`src/rtl/rtc_tick_engine.sv`:
```
module rtc_tick_engine (
  input  logic       clk,
  input  logic       rst_n,
  input  logic       tick,
  input  logic [3:0] reg_addr,
  input  logic       reg_wr,
  input  logic [7:0] reg_wdata,
  output logic [7:0] reg_rdata,
  output logic       irq
);

  localparam logic [3:0] A_SEC = 4'd0, A_ASEC = 4'd1, A_MIN = 4'd2, A_AMIN = 4'd3,
                         A_HR = 4'd4, A_AHR = 4'd5, A_WDAY = 4'd6, A_DATE = 4'd7,
                         A_MON = 4'd8, A_YR = 4'd9, A_CTL = 4'd10, A_FLG = 4'd11;

  logic [7:0] sec_q, asec_q, min_q, amin_q, hr_q, ahr_q, wday_q, date_q, mon_q, yr_q;
  logic       inh_q, bin_q, h24_q, dst_q, uie_q, aie_q;
  logic       uf_q, af_q, pend_q, fall_done_q;
  logic [1:0] norm_q;

  function automatic logic [6:0] dec(input logic [7:0] b, input logic binm);
    return binm ? b[6:0] : ({3'b0, b[7:4]} * 7'd10 + {3'b0, b[3:0]});
  endfunction

  function automatic logic [7:0] enc(input logic [6:0] v, input logic binm);
    logic [3:0] t;
    logic [3:0] u;
    t = 4'(v / 7'd10);
    u = 4'(v % 7'd10);
    return binm ? {1'b0, v} : {t, u};
  endfunction

  function automatic logic [6:0] mlen(input logic [6:0] mo, input logic [1:0] ylo);
    case (mo)
      7'd2:                      return (ylo == 2'd0) ? 7'd29 : 7'd28;
      7'd4, 7'd6, 7'd9, 7'd11:   return 7'd30;
      default:                   return 7'd31;
    endcase
  endfunction

  function automatic logic hit(input logic [7:0] alarm, input logic [7:0] val);
    return (alarm[7:6] == 2'b11) || (alarm == val);
  endfunction

  // decode current bytes to binary
  logic [6:0] s, m, h, hraw, w, d, mo, y;
  assign s    = dec(sec_q, bin_q);
  assign m    = dec(min_q, bin_q);
  assign hraw = dec({1'b0, hr_q[6:0]}, bin_q);
  assign h    = h24_q ? dec(hr_q, bin_q)
                      : ((hraw == 7'd12 ? 7'd0 : hraw) + (hr_q[7] ? 7'd12 : 7'd0));
  assign w    = dec(wday_q, bin_q);
  assign d    = dec(date_q, bin_q);
  assign mo   = dec(mon_q, bin_q);
  assign y    = dec(yr_q, bin_q);

  // next-second arithmetic
  logic [6:0] ns, nm, nh, nw, nd, nmo, ny, h12, hmod;
  logic       day_carry, at_trig, spring, fall;

  assign at_trig = dst_q && (norm_q == 2'd2) && s == 7'd59 && m == 7'd59 && h == 7'd1 && w == 7'd1;
  assign spring  = at_trig && mo == 7'd4 && d <= 7'd7;
  assign fall    = at_trig && mo == 7'd10 && d >= 7'd25 && !fall_done_q;

  always_comb begin
    ns = s; nm = m; nh = h; nw = w; nd = d; nmo = mo; ny = y;
    day_carry = 1'b0;
    if (spring) begin
      ns = 7'd0; nm = 7'd0; nh = 7'd3;
    end else if (fall) begin
      ns = 7'd0; nm = 7'd0; nh = 7'd1;
    end else if (s >= 7'd59) begin
      ns = 7'd0;
      if (m >= 7'd59) begin
        nm = 7'd0;
        if (h >= 7'd23) begin
          nh = 7'd0;
          day_carry = 1'b1;
        end else nh = h + 7'd1;
      end else nm = m + 7'd1;
    end else ns = s + 7'd1;
    if (day_carry) begin
      nw = (w >= 7'd7) ? 7'd1 : w + 7'd1;
      if (d >= mlen(mo, y[1:0])) begin
        nd = 7'd1;
        if (mo >= 7'd12) begin
          nmo = 7'd1;
          ny  = (y >= 7'd99) ? 7'd0 : y + 7'd1;
        end else nmo = mo + 7'd1;
      end else nd = d + 7'd1;
    end
  end

  assign hmod = (nh >= 7'd12) ? nh - 7'd12 : nh;
  assign h12  = (hmod == 7'd0) ? 7'd12 : hmod;

  logic [7:0] sec_n, min_n, hr_n, h12_enc;
  assign sec_n   = enc(ns, bin_q);
  assign min_n   = enc(nm, bin_q);
  assign h12_enc = enc(h12, bin_q);
  assign hr_n    = h24_q ? enc(nh, bin_q) : {nh >= 7'd12, h12_enc[6:0]};

  // control decode
  logic wr_ctl, wr_flg, abort, do_upd, alarm_hit, tm_wr;
  assign wr_ctl    = reg_wr && reg_addr == A_CTL;
  assign wr_flg    = reg_wr && reg_addr == A_FLG;
  assign abort     = wr_ctl && reg_wdata[0];
  assign do_upd    = pend_q && !inh_q && !abort;
  assign alarm_hit = hit(asec_q, sec_n) && hit(amin_q, min_n) && hit(ahr_q, hr_n);
  assign tm_wr     = reg_wr && (reg_addr == A_SEC || reg_addr == A_MIN || reg_addr == A_HR ||
                                reg_addr == A_WDAY || reg_addr == A_DATE || reg_addr == A_MON ||
                                reg_addr == A_YR);

  // time and calendar bytes: software write wins over the update
  always_ff @(posedge clk) begin
    if (reg_wr && reg_addr == A_SEC) sec_q <= reg_wdata;
    else if (do_upd) sec_q <= sec_n;
    if (reg_wr && reg_addr == A_MIN) min_q <= reg_wdata;
    else if (do_upd) min_q <= min_n;
    if (reg_wr && reg_addr == A_HR) hr_q <= reg_wdata;
    else if (do_upd) hr_q <= hr_n;
    if (reg_wr && reg_addr == A_WDAY) wday_q <= reg_wdata;
    else if (do_upd) wday_q <= enc(nw, bin_q);
    if (reg_wr && reg_addr == A_DATE) date_q <= reg_wdata;
    else if (do_upd) date_q <= enc(nd, bin_q);
    if (reg_wr && reg_addr == A_MON) mon_q <= reg_wdata;
    else if (do_upd) mon_q <= enc(nmo, bin_q);
    if (reg_wr && reg_addr == A_YR) yr_q <= reg_wdata;
    else if (do_upd) yr_q <= enc(ny, bin_q);
    if (reg_wr && reg_addr == A_ASEC) asec_q <= reg_wdata;
    if (reg_wr && reg_addr == A_AMIN) amin_q <= reg_wdata;
    if (reg_wr && reg_addr == A_AHR)  ahr_q  <= reg_wdata;
  end

  // mode bits survive reset
  always_ff @(posedge clk) begin
    if (wr_ctl) begin
      inh_q <= reg_wdata[0];
      bin_q <= reg_wdata[1];
      h24_q <= reg_wdata[2];
      dst_q <= reg_wdata[3];
    end
  end

  always_ff @(posedge clk or negedge rst_n) begin
    if (!rst_n) begin
      uie_q       <= 1'b0;
      aie_q       <= 1'b0;
      uf_q        <= 1'b0;
      af_q        <= 1'b0;
      pend_q      <= 1'b0;
      fall_done_q <= 1'b0;
      norm_q      <= 2'd0;
    end else begin
      pend_q <= tick && !inh_q;
      if (wr_ctl) begin
        uie_q <= reg_wdata[4];
        aie_q <= reg_wdata[5];
      end
      if (do_upd) uf_q <= 1'b1;
      else if (wr_flg && reg_wdata[0]) uf_q <= 1'b0;
      if (do_upd && alarm_hit) af_q <= 1'b1;
      else if (wr_flg && reg_wdata[1]) af_q <= 1'b0;
      if (do_upd && fall) fall_done_q <= 1'b1;
      else if (do_upd && day_carry) fall_done_q <= 1'b0;
      if (tm_wr) norm_q <= 2'd0;
      else if (do_upd && norm_q != 2'd2) norm_q <= norm_q + 2'd1;
    end
  end

  assign irq = (uf_q && uie_q) || (af_q && aie_q);

  always_comb begin
    case (reg_addr)
      A_SEC:   reg_rdata = sec_q;
      A_ASEC:  reg_rdata = asec_q;
      A_MIN:   reg_rdata = min_q;
      A_AMIN:  reg_rdata = amin_q;
      A_HR:    reg_rdata = hr_q;
      A_AHR:   reg_rdata = ahr_q;
      A_WDAY:  reg_rdata = wday_q;
      A_DATE:  reg_rdata = date_q;
      A_MON:   reg_rdata = mon_q;
      A_YR:    reg_rdata = yr_q;
      A_CTL:   reg_rdata = {2'b00, aie_q, uie_q, dst_q, h24_q, bin_q, inh_q};
      A_FLG:   reg_rdata = {irq, 5'b0, af_q, uf_q};
      default: reg_rdata = 8'h00;
    endcase
  end

  a_r2_hold_freezes: assert property (@(posedge clk) disable iff (!rst_n)
    (inh_q && !reg_wr) |=> ($stable(sec_q) && $stable(min_q) && $stable(hr_q)));

  a_r11_flag_after_update: assert property (@(posedge clk) disable iff (!rst_n)
    do_upd |=> uf_q);

  a_r12_alarm_from_update: assert property (@(posedge clk) disable iff (!rst_n)
    $rose(af_q) |-> $past(do_upd));

  a_r13_reset_clears: assert property (@(posedge clk)
    !rst_n |=> (!uie_q && !aie_q && !uf_q && !af_q));

  a_r14_set_beats_clear: assert property (@(posedge clk) disable iff (!rst_n)
    (do_upd && alarm_hit && wr_flg && reg_wdata[1]) |=> af_q);

endmodule

```
`config.mk`:
```
export PLATFORM = sky130hd
export DESIGN_NAME = rtc_tick_engine
export DESIGN_NICKNAME = d
export VERILOG_FILES = /design/src/rtl/rtc_tick_engine.sv
export SDC_FILE = /design/constraint.sdc
export NUM_CORES = 1
export LEC_CHECK = 0
export CAP_MARGIN = 5
export CORE_ASPECT_RATIO = 0.6
export CORE_UTILIZATION = 70
export CTS_CLUSTER_SIZE = 20
export DETAILED_ROUTE_END_ITERATION = 16
export PLACE_DENSITY_LB_ADDON = 0.12
export SLEW_MARGIN = 20
export SYNTH_ARGS = -nofsm -noshare
export SYNTH_HDL_FRONTEND = slang
export SYNTH_SLANG_ARGS = --single-unit
```
`constraint.sdc`:
```
create_clock -name clk -period 22.5 [get_ports clk]
set_clock_uncertainty 0.05 [all_clocks]
set_input_delay 5.625 -clock clk [delete_from_list [all_inputs] [get_ports clk]]
set_output_delay 5.625 -clock clk [all_outputs]
set_load 0.05 [all_outputs]
```
== Word-level counts from Yosys, hierarchy flattened ==
Cells that the tools add are included.

* Input bits: 16
* Output and inout port bits: 9
* Flip-flop bits (word level): 92
* Word-level logic and storage cells: 244

* Div/mod/pow operators: 16
* Add/subtract/negate cells: 18
* Mux-type cells: 76
* Magnitude comparators: 10
* Eq/ne operators: 30
* Multiply operators: 8
* Reduce and logical (&&, ||, !) cells: 65

{| class="wikitable"
|+ Operator list
! kind !! count
|-
| $mux W7 || 37
|-
| $mux W8 || 22
|-
| $pmux W8 S12 || 1
|-
| $add A7 B4 Y7 || 9
|-
| $div A7 B4 Y7 const B || 8
|-
| $mod A7 B4 Y7 const B || 8
|-
| $add A7 B1 Y7 const B || 7
|-
| $mul A4 B3 Y6 const B || 7
|-
| $logic_and A1 B1 Y1 || 37
|-
| $eq A7 B4 Y1 const B || 4
|-
| $eq A8 B8 Y1 || 3
|-
| $reduce_bool A2 Y1 || 11
|-
| $eq A4 B3 Y1 const B || 4
|-
| $eq A4 B4 Y1 const B || 4
|-
| $eq A7 B1 Y1 const B || 2
|-
| $eq A7 B3 Y1 const B || 2
|-
| $eq A7 B6 Y1 const B || 2
|-
| $ge A7 B4 Y1 const B || 2
|-
| $ge A7 B5 Y1 const B || 2
|-
| $ge A7 B6 Y1 const B || 2
|-
| $mux W1 || 12
|-
| $logic_or A1 B1 Y1 || 10
|-
| $eq A2 B2 Y1 const B || 4
|-
| $eq A4 B2 Y1 const B || 2
|-
| other kinds (18) || 21
|}

== Depth between registers and ports, before layout ==
* Word-level depth: 27
* Mapped depth: 39
* Depth with buffers taken out: 38

== Worst setup path before layout ==
Ideal clock, no wire load.

* Path kind: in2out
* Start point: in reg_addr[2]
* End point: out reg_rdata[0]
* Arrival time: 7.836 ns
* Slack: 8.989 ns
* Cell stages on the path: 5
* Path buffers: 3
* Data required time: 16.825 ns
* Path through: clkbuf_1 > buf_1 > clkbuf_1 > a221oi_1 > o21ai_0

* Cells in the longest elaborated chain, start to end: 2
* Elaborated cells on any way between the ends: 13
* Classes of those cells: eq/ne: 11; mux: 1; reduce/logical: 1

{| class="wikitable"
|+ Ends and longest elaborated chain
! element !! RTL line !! RTL
|-
| start: declaration || 5 || <nowiki>input logic [3:0] reg_addr,</nowiki>
|-
| $eq A4 B4 Y1 (tied with other cells) || 174 || <nowiki>case (reg_addr)</nowiki>
|-
| $pmux W8 S12 * || 174 ||
|-
| end: declaration || 8 || <nowiki>output logic [7:0] reg_rdata,</nowiki>
|}

Mark *: on every way between the ends. The rest lies on a longest branch, timed or not.

== Final worst setup path ==
* Start point: in reg_addr[3]
* End point: out reg_rdata[5]

Same word-level chain as after synthesis.

==> qor.yml <==
run_status:
  status: "finished clean"
synth:
  synthFlopType: "edfxtp_1"
  syn_area_sq_um: 13100
  synth_edf_count: 84
  synth_mux_area_share_pct: 6.52
  synth_compound_area_share_pct: 30.7
  synth_top_family_by_area: "compound AO/OA/AOI/OAI gates"
  syn_inst: 1649
  yosys_warnings: 0
  ys_ff_latch: 92
  synth_simple_gate_area_share_pct: 22.9
  ys_seq_area_share_pct: 20.8
  synth_xor_area_share_pct: 4.99
  syn_avg_cell_area_sq_um: 7.94
  synth_nets: 1755
  synthAdderAreaFrac_pct: 9.62
  async_reset_ff_share_pct: 8.70
  synth_cell_types: 106
timing:
  period_needed_ns: 14.64
  setup_viol: 0
  timing.fmax_mhz: 68.3
  slew_viol_final: 0
  grt_setup_unrepaired: "no"
  worstMarginPinSlew_ns: 1.02
  hold_ws_ns: 0.412
  post-route-worst-setup-slack_ns: 7.86
  relSlewSlack_pct: 31.7
  finalCritPeriodShare_pct: 65.1
  setup_tns_ns: 0
  finalHoldViolations: 0
clocking:
  cts_tree: "done"
  post_cts_resize_count: 0
  postCtsSetupBuffers: 0
  cts_root_buffer: "clkbuf_16"
  cts-htree-levels: 3
  clkSlewWorstSetupHoldPaths_ns: 0.08
  postCtsHoldBufs: 0
  numCtsBuffers: 9
  clkLatencyLatePin_ns: 0.36
  clock_sinks: 92
  clock_path_buffers: 2
cells_and_area:
  drive_above_1_share_pct: 8.15
  syn_to_final_growth_pct: 4.69
  fin_nets: 1721
  antennaDiodeCount: 0
  instances_no_fill: 1860
min_path:
  hp-class: "flip-flop to flip-flop"
pwr:
  p_leak_nw: 5.00
  switching_power_uw: 513
  p_clk_share_pct: 14.6
  p_int_uw: 534
  p_per_area_nw_per_um2: 76.4
  combPwrFrac_pct: 64.1
  seqPwrFrac_pct: 21.3
  vdd.ir_drop.worst_v: 0.0000503
  p_sw_share_pct: 49.0
grt:
  grt_pass1_vias: 12300
  track_usage_pct: 45.4
  grt_first_pass_wirelength_microns: 67400
  overflow: 0
  antenna_found_initial: 3
  grt_max_degree: 89
detailed_routing:
  avgViaCountPerCell: 7.54
  vias: 14000
  dr_wl_met2_microns: 17900
  highest_layer: "met5"
  drt-pass1-iter-count: 6
  antenna_left: 0
  routedWlPerCell_microns: 23.6
  wl_met1_microns: 17300
  wl_met3_microns: 7050
  drc: 0
  drt_iter0_drc: 2262
  wl_microns: 43900
place:
  hpwlAfterDp_microns: 32800
  dp_cells: 1843
  port_buffers: 24
  post-place-ws_ns: 7.97
  globalplace.congestion: 1.06
worst_setup_path:
  crit_type: "primary input to output pin"
  startpoint_type: "primary input"
  worstPathRequired_ns: 16.83
  endpoint_kind: "output pin"
  cp.arrival_ns: 8.97
  cp_num_buf_inv: 2
  slowest_delay_ns: 1.00
  slowest_stage: "clkdlybuf4s50_1"
  cpLargestDelayFamily: "buffers and inverters"
  crit_top_cell: "clkdlybuf4s50_1"
  worstPathCellList: "clkdlybuf4s50_1 -> nor2b_1 -> a22o_1 -> nand2_1 -> o31ai_1 -> o21ai_0 -> o211ai_1 -> clkdlybuf4s50_1"
  critPathMaxFanout: 24
die:
  io_pins: 25
  rows: 38
  initial_core_util_pct: 72.1
  die_x_microns: 179
  core-area_sq_um: 18200
  die-area_sq_um: 19300
  die_h_microns: 108
job:
  cap_violations: 0
==> placed cells by master, fill, tap and decap left out, types with 11 or more instances in the layout <==
cell and instances:
nor3b_1 15, xor2_1 15, o31ai_1 22, a21oi_1 100, o211ai_1 34, nand4_1 13, clkdlybuf4s50_1 24, o22ai_1 21
ha_1 75, o21a_1 15, mux2i_1 38, o21ai_0 122, a211oi_1 28, or3_1 16, buf_4 23, and3_1 12
nor2_1 147, nor3_1 48, o2111ai_1 12, edfxtp_1 84, nand3_1 46, inv_1 43, mux2_2 33, nor4_1 18
nand2_1 170, and2_1 17, a21o_1 19, o221ai_1 11, or2_2 15, a31oi_1 27, nor2b_1 19, xnor2_1 57
nand2b_1 25, fa_1 15
==> synthesized netlist by cell type, drive strengths merged (13+ instances only) <==
master,instances,share of area [%]
a211oi,29,1.8
a21o,19,1.1
a21oi,102,3.9
a31oi,28,1.4
and2,17,0.81
buf,31,1.3
clkbuf,62,1.8
edfxtp,84,19
fa,15,2.3
ha,75,7.2
inv,47,1.3
mux2,34,2.9
mux2i,38,2.9
nand2,171,4.9
nand2b,25,1.2
nand3,47,1.8
nand4,13,0.62
nor2,148,4.3
nor2b,19,0.91
nor3,50,2.0
nor3b,15,0.86
nor4,21,1.1
o211ai,35,2.0
o21a,15,0.86
o21ai,128,4.9
o22ai,21,1.0
o31ai,25,1.5
or2,16,0.76
or3,16,0.76
xnor2,57,3.8
xor2,15,1.0
==> power by group through the flow <==
stage	clock (mW)	sequential [mW]	combinational, mW
floorplan	0	0.216	0.504
CTS	0.151	0.221	0.645
detailed placement	0	0.225	0.640
finish	0.152	0.223	0.671
global route	0.156	0.223	0.723
global placement	0	0.225	0.619
==> final timing paths <==
| kind | start | endpoint | slack [ns] | cells past startpoint |
|---|---|---|---|---|
| max | reg_addr[3] | reg_rdata[5] | 7.86 | 8 |
| min | inh_q | pend_q | 0.41 | 1 |
| max reg2reg | hr_q[4] | hr_q[2] | 11.30 | 36 |
| min reg2reg | inh_q | pend_q | 0.41 | 1 |
| max in group asynchronous | rst_n | uf_q | 16.44 | 1 |
| min in group asynchronous | rst_n | pend_q | 5.58 | 1 |
==> cell type report <==
| cell class | instances | area (sq um) |
|---|---|---|
| well taps | 240 | 300 |
| inverters | 47 | 176 |
| flip-flops and latches | 92 | 2720 |
| clock inverters | 7 | 62.6 |
| repair buffers | 48 | 418 |
| fillers | 1369 | 4460 |
| multi-input cells | 1417 | 9800 |
| clock buffers | 9 | 225 |
==> stage by stage <==
step / util (%) / cell area (sq um) / power (mW)
final: 75.4 / 13700 / 1.05
after global routing: 75.4 / 13700 / 1.10
after CTS: 75.4 / 13700 / 1.02
after detailed placement: 73.8 / 13400 / 0.865
after global placement: 73.8 / 13400 / 0.844
after floorplan: - / 13100 / 0.720
==> registers in the layout, indices dropped and copies added (netlist names) <==
signal / cells
asec_q: 8
pend_q: 1
aie_q: 1
hr_q: 8
yr_q: 8
wday_q: 8
uie_q: 1
mon_q: 8
date_q: 8
af_q: 1
sec_q: 8
uf_q: 1
fall_done_q: 1
inh_q: 1
bin_q: 1
h24_q: 1
ahr_q: 8
dst_q: 1
min_q: 8
amin_q: 8
norm_q: 2
==> kinds of logic after synthesis <==
kind of cell,after synthesis
AO/OA/AOI/OAI,572
AND/OR/NAND/NOR,604
XOR/XNOR,73
buffers and inverters,140
multiplexers,76
adder cells (fa/ha/maj),92
flip-flops,92
==> per-layer routing <==
metal	vias up	global-route usage, %
met1	6459	62.3
met5	-	0
met4	6	15.5
li1	6297	-
met2	1081	65.5
met3	182	16.3
Note: power is estimated with default switching activity, not from simulation.
